--- config.mk ---
export PLATFORM = sky130hd
export DESIGN_NAME = prob_pulse_mod
export DESIGN_NICKNAME = d
export VERILOG_FILES = /design/src/rtl/ppm_pkg.sv /design/src/rtl/ppm_prescaler.sv /design/src/rtl/ppm_rng.sv /design/src/rtl/ppm_gate_out.sv /design/src/rtl/prob_pulse_mod.sv
export SDC_FILE = /design/constraint.sdc
export NUM_CORES = 1
export LEC_CHECK = 0
export BUFFER_PORTS_ARGS = -buffer_cell sky130_fd_sc_hd__buf_2
export CORE_MARGIN = 2
export CORE_UTILIZATION = 47
export DETAILED_ROUTE_END_ITERATION = 10
export PLACE_DENSITY = 0.68
export SLEW_MARGIN = 20
export SYNTH_ARGS = -nofsm -noshare
export SYNTH_HDL_FRONTEND = slang
export SYNTH_SLANG_ARGS = --single-unit
--- constraint.sdc ---
create_clock -name clk -period 1.8 [get_ports clk]
set_input_delay 0.36 -clock clk [delete_from_list [all_inputs] [get_ports clk]]
set_output_delay 0.36 -clock clk [all_outputs]
set_load 0.02 [all_outputs]
--- src/rtl/ppm_pkg.sv ---
package ppm_pkg;
  localparam int unsigned DEF_RNG_W   = 16;
  localparam int unsigned DEF_SPEED_W = 7;
  // Fibonacci shift-right feedback: bits 0,2,3,5 (taps 16,14,13,11)
  localparam logic [15:0] DEF_TAPS    = 16'h002D;
  localparam logic [15:0] DEF_SEED    = 16'hACE1;
endpackage

--- src/rtl/ppm_prescaler.sv ---
module ppm_prescaler #(
  parameter int unsigned SPEED_W = 7
) (
  input  logic               clk,
  input  logic               rst,
  input  logic [SPEED_W-1:0] speed,
  output logic               tick,
  output logic [SPEED_W-1:0] count
);
  localparam logic [SPEED_W-1:0] TOP = {SPEED_W{1'b1}};

  logic [SPEED_W-1:0] cnt_q;

  assign tick  = (cnt_q == '0);
  assign count = cnt_q;

  always_ff @(posedge clk) begin
    if (rst) begin
      cnt_q <= '0;
    end else if (tick) begin
      cnt_q <= TOP - speed;
    end else begin
      cnt_q <= cnt_q - 1'b1;
    end
  end
endmodule

--- src/rtl/ppm_rng.sv ---
module ppm_rng #(
  parameter int unsigned   W    = 16,
  parameter logic [W-1:0]  TAPS = 16'h002D,
  parameter logic [W-1:0]  SEED = 16'hACE1
) (
  input  logic         clk,
  input  logic         rst,
  input  logic         step,
  output logic [W-1:0] value
);
  logic [W-1:0] state_q;
  logic [W-1:0] state_nxt;
  logic [W-1:0] masked;
  logic         fb;

  genvar gi;
  generate
    for (gi = 0; gi < W; gi++) begin : g_tap
      assign masked[gi] = state_q[gi] & TAPS[gi];
    end
  endgenerate

  assign fb = ^masked;

  always_comb begin
    if (state_q == '0) begin
      state_nxt = SEED;
    end else begin
      state_nxt = {fb, state_q[W-1:1]};
    end
  end

  always_ff @(posedge clk) begin
    if (rst) begin
      state_q <= SEED;
    end else if (step) begin
      state_q <= state_nxt;
    end
  end

  assign value = state_q;
endmodule

--- src/rtl/ppm_gate_out.sv ---
module ppm_gate_out #(
  parameter int unsigned W = 16
) (
  input  logic         clk,
  input  logic         rst,
  input  logic         update,
  input  logic [W-1:0] rnd,
  input  logic [W-1:0] level,
  output logic         gate
);
  logic gate_q;

  always_ff @(posedge clk) begin
    if (rst) begin
      gate_q <= 1'b0;
    end else if (update) begin
      gate_q <= (rnd < level);
    end
  end

  assign gate = gate_q;
endmodule

--- src/rtl/prob_pulse_mod.sv ---
module prob_pulse_mod #(
  parameter int unsigned         RNG_W   = ppm_pkg::DEF_RNG_W,
  parameter int unsigned         SPEED_W = ppm_pkg::DEF_SPEED_W,
  parameter logic [RNG_W-1:0]    TAPS    = ppm_pkg::DEF_TAPS,
  parameter logic [RNG_W-1:0]    SEED    = ppm_pkg::DEF_SEED
) (
  input  logic               clk,
  input  logic               rst,
  input  logic [RNG_W-1:0]   level_i,
  input  logic [SPEED_W-1:0] speed_i,
  output logic               gate_o
);
  logic               tick;
  logic [SPEED_W-1:0] pre_cnt;
  logic [RNG_W-1:0]   rnd;

  ppm_prescaler #(.SPEED_W(SPEED_W)) u_pre (
    .clk   (clk),
    .rst   (rst),
    .speed (speed_i),
    .tick  (tick),
    .count (pre_cnt)
  );

  ppm_rng #(.W(RNG_W), .TAPS(TAPS), .SEED(SEED)) u_rng (
    .clk   (clk),
    .rst   (rst),
    .step  (tick),
    .value (rnd)
  );

  ppm_gate_out #(.W(RNG_W)) u_out (
    .clk    (clk),
    .rst    (rst),
    .update (tick),
    .rnd    (rnd),
    .level  (level_i),
    .gate   (gate_o)
  );
endmodule

; ---- After elaboration in Yosys (flattened, before gate mapping)
; Cells that the tools add are included.
[word_totals]
register_bits = 24
in_bits = 25
out_inout_bits = 1
elab_cells = 11
[classes]
n_addsub = 2
n_lt_le_gt_ge = 1
mux = 2
n_reduce_logical = 3
[ops]
columns = cell, n
row1 = $logic_not 16->1, 1
row2 = $lt 16x16->1, 1
row3 = $mux 16, 1
row4 = $reduce_xor 16->1, 1
row5 = $logic_not 7->1, 1
row6 = $mux 7, 1
row7 = $sub 7x1->7 const B, 1
row8 = $sub 7x7->7 const A, 1

; ---- Depth between registers and ports, before layout
[logic_depth]
ltp_word = 2
mapped_depth = 7
depth_no_buf = 7

; ---- Cells and area by module
; From an unflattened synthesis, not the netlist that was laid out.
[hier_totals]
cells_unflattened = 152
hier_area_um2 = 1452.6
[modules_own_cells]
columns = module, instances, cells_per_inst, area_per_inst_um2, seq_area_each_um2
row1 = ppm_rng, 1, 58, 625.6, 320.3
row2 = ppm_gate_out, 1, 56, 452.9, 20.0
row3 = ppm_prescaler, 1, 38, 374.1, 140.1

; ---- Worst setup path before layout
; No wires, ideal clock.
[synth_timing]
path_kind = register to register
from = register u_rng.state_q[2] (netlist: u_rng.value[2])
to = register u_rng.state_q[1] (netlist: u_rng.value[1])
setup_time_ns = 0.070
arrival_time_ns = 1.431
t_required_ns = 1.730
path_slack_ns = 0.298
stages_incl_launch_ff = 8
n_path_buf = 1
period_less_slack_ns = 1.502
path_cell_list = dfxtp_1 -> inv_1 -> ha_1 -> nor4b_1 -> and4_1 -> clkbuf_1 -> or3_1 -> a21oi_1
[synth_via]
elab_chain_len = 2
[synth_lines]
columns = element, line_no
row1 = from (decl), ppm_rng.sv:11  ; logic [W-1:0] state_q;
row2 = from (signal assigned), ppm_rng.sv:37  ; state_q <= state_nxt;
row3 = $logic_not 16->1, ppm_rng.sv:26  ; if (state_q == '0) begin
row4 = $mux 16 *, ppm_rng.sv:26
; Every way passes the cells marked *; elsewhere a longest branch is shown, timed or not.
; A chain may end at the register's enable or synchronous reset.

; ---- Final worst setup path
[layout_timing]
from = register u_pre.cnt_q[4] (netlist: u_pre.count[4])
to = register u_out.gate_q (netlist: u_out.gate)
[layout_via]
elab_chain_len = 1
[layout_lines]
columns = element, line_no
row1 = from (decl), ppm_prescaler.sv:12  ; logic [SPEED_W-1:0] cnt_q;
row2 = from (signal assigned), ppm_prescaler.sv:21  ; cnt_q <= TOP - speed;
row3 = from (signal assigned), ppm_prescaler.sv:23  ; cnt_q <= cnt_q - 1'b1;
row4 = $logic_not 7->1, ppm_prescaler.sv:14  ; assign tick = (cnt_q == '0);
row5 = to (signal assigned), ppm_gate_out.sv:17  ; gate_q <= (rnd < level);
row6 = to (decl), ppm_gate_out.sv:11  ; logic gate_q;
; No other way between the ends.

==> flow_summary_export.csv <==
group,metric,value,unit
worst_setup_path,rr_worst_depth,5,
layout,layout.nets,247,
drt,vias_per_cell,5.21,
worst_hold_path,hold_depth,2,
drt,totalWireLength,2800,um
clock_network,cts_max_level,1,
power,vdd.ir_drop.worst,0.679,mV
global_routing,grt.overflow.total,0,
floorplanning,dieWidth,59.2,um
worst_setup_path,end_kind,"flop",
layout,diodes,0,
sta,fin_crit,1.64,ns
clock_network,cts.sinks,24,
synth,syn-num-nets,220,
placed_design,dpl.hpwl,2230,um
worst_setup_path,crit_start,"u_pre.count[4]$_SDFF_PP0_",
power,p_leak,0.000756,uW
layout,multi_input_area,820,sq um
worst_hold_path,worstHoldStart,"speed_i[4]",
sta,finalSetupTns,0,ns
worst_setup_path,crit_path_start_kind,"flop",
worst_hold_path,hp-class,"in -> reg",
global_routing,grt_pass1_wl,4680,um
floorplanning,rows,20,
power,p_sw_frac,0.383,
synth,synth.cell_area,1430,sq um
synth,ys_seq_elements,24,
outcome,outcome,"complete, no violations",
clock_network,cts_made_buffers,3,
clock_network,clk_pin_slew_worst_paths,0.14,ns
layout,regArea,480,sq um
sta,rsz0062_at_grt,"false",
floorplanning,num_io_pins,26,
drt,met1_length,1380,um
global_routing,track_usage,0.173,
floorplanning,core_area,2980,sq um
floorplanning,fp.dieArea,3500,sq um
drt,drtIter0Drc,35,
synth,syn_inst,177,
layout,final_core_util,0.548,
global_routing,grt_max_degree,17,
global_routing,antenna_found_initial,0,
drt,met3WireLength,60,um
clock_network,clk_path_buf_depth,2,
power,p_comb_frac,0.436,
synth,synth-seq-area-share,0.336,
sta,finalCritPeriodShare,0.910,
worst_setup_path,arrival,1.91,ns
worst_setup_path,worst-endpoint-required,2.07,ns
power,pwr-share-clk,0.171,
clock_network,cts_root_buffer,"clkbuf_4",
synth,yosysTopAreaCell,"dfxtp_1",
synth,synth_warnings,0,
power,seqPwrFrac,0.393,
global_routing,grt_pass1_vias,1126,
worst_setup_path,worst-setup-path-type,"reg -> reg",
placed_design,gp_congestion,0.829,
drt,highest_layer,"met4",
drt,wl_per_cell,11.8,um
clock_network,clk_latency,0.32,ns
sta,report.final.slew_viol_count,0,
power,internal_power,1410,uW
layout,nFillCells,285,
placed_design,portBuffers,25,
drt,postRouteAntennaNets,0,
run,drv_cap,0,
synth,synth_cell_types,31,
synth,netlist_top_cells_area,"dfxtp_1, ha_1, inv_1",
drt,remaining_drc_errors,0,
floorplanning,die_h,59.2,um
clock_network,holdBufCountCts,0,
synth,synth_top_area_frac,0.336,
drt,vias,1229,
sta,setup_viol,0,
clock_network,tritoncts,"built",
drt,firstDrtPassIters,4,
sta,clock.fmax,610,MHz
layout,layout_common_cells,"buf_2, dfxtp_1, inv_1",
layout,area_growth,14.0,%
sta,tightest_slew,0.295,ns
clock_network,cts_resized,0,
layout,drive_gt1_frac,0.177,
floorplanning,start_util,0.481,
drt,route.met2.wl,1320,um
layout,final_common_cell,"buf_2",
clock_network,cts_setup_buffers,0,
sta,finalHoldViolCount,0,
sta,fin_worst_skew,0.00618,ns
sta,max-slew-margin-rel,0.800,
worst_setup_path,timing.rr.start,"u_pre.count[4]$_SDFF_PP0_",
worst_setup_path,worstPathMaxFanout,10,
synth,avgSynthCellArea,8.09,sq um
power,p_per_area,1400,nW/um^2
power,p_switching,873,uW
-- synth_stat cells --
master / instances
dfxtp_1: 24
inv_1: 20
ha_1: 18
nand2_1: 18
nor2_1: 16
a21oi_1: 14
nor3_1: 12
o21ai_0: 11
a211oi_1: 5
nand3_1: 4
xnor2_1: 4
buf_4: 3
clkbuf_1: 3
nand4_1: 3
or3_1: 3
buf_6: 2
nor4_1: 2
xor2_1: 2
a211o_1: 1
a211oi_2: 1
a21o_1: 1
a311oi_1: 1
a31oi_1: 1
a32o_1: 1
and3_1: 1
and3b_1: 1
and4_1: 1
nand2b_1: 1
nand3b_1: 1
nor4_4: 1
nor4b_1: 1
-- power by group through the flow --
stage	combinational (uW)	sequential [uW]	clock [uW]
floorplan	830	861	0
global placement	940	897	0
detailed placement	986	902	0
CTS	989	891	396
global route	1140	926	425
finish	994	896	390
-- registers in the layout, summed over array words and instances, names as in the netlist --
signal       cells
u_rng.value     16
u_pre.count      7
u_out.gate       1
-- through the flow --
stage	setup slack (ns)	area, sq um	hold slack (ns)	power, uW	instances
3_3_place_gp	0.183	1570	0.466	1840	231
5_1_grt	0.0521	1630	0.182	2490	236
2_1_floorplan	0.298	1430	0.449	1690	177
3_5_place_dp	0.129	1570	0.476	1890	231
4_1_cts	0.104	1620	0.197	2280	235
6_report	0.162	1630	0.201	2280	236
-- worst max-delay path: stages, from the launching register on --
cell and delay, ns:
dfxtp_1 0.38, nor4_4 0.33, nand3b_1 0.23, buf_4 0.24
nor3_1 0.25, a32o_1 0.15
-- final cells by class --
class / instances / share of cell area
tap: 33 / 0.0253
clock inverter: 1 / 0.0184
timing repair buffer: 30 / 0.0997
sequential: 24 / 0.294
multi-input combinational: 125 / 0.502
inverter: 20 / 0.0460
clock buffer: 3 / 0.0138
-- final timing paths --
kind                            endpoint  slack, ns
min reg2reg  u_rng.value[3]$_SDFFE_PP0P_       0.49
max              u_out.gate$_SDFFE_PP0P_       0.16
min            u_pre.count[4]$_SDFF_PP0_       0.20
max reg2reg      u_out.gate$_SDFFE_PP0P_       0.16
-- per-layer routing --
layer | track usage | vias up
li1 | - | 664
met1 | 0.225 | 545
met5 | 0 | -
met2 | 0.286 | 16
met4 | 0.0747 | 0
met3 | 0.0240 | 4
-- cell families (layout without fill, tap and decap cells) --
logic type	after synthesis	after routing	synth area share
compound gates	36	36	0.151
xor+xnor	6	6	0.0367
fa+ha+maj	18	18	0.157
buf+inv	28	54	0.0918
flops	24	24	0.336
simple gates	65	65	0.227
No activity file was read; power rests on OpenSTA's default activity.
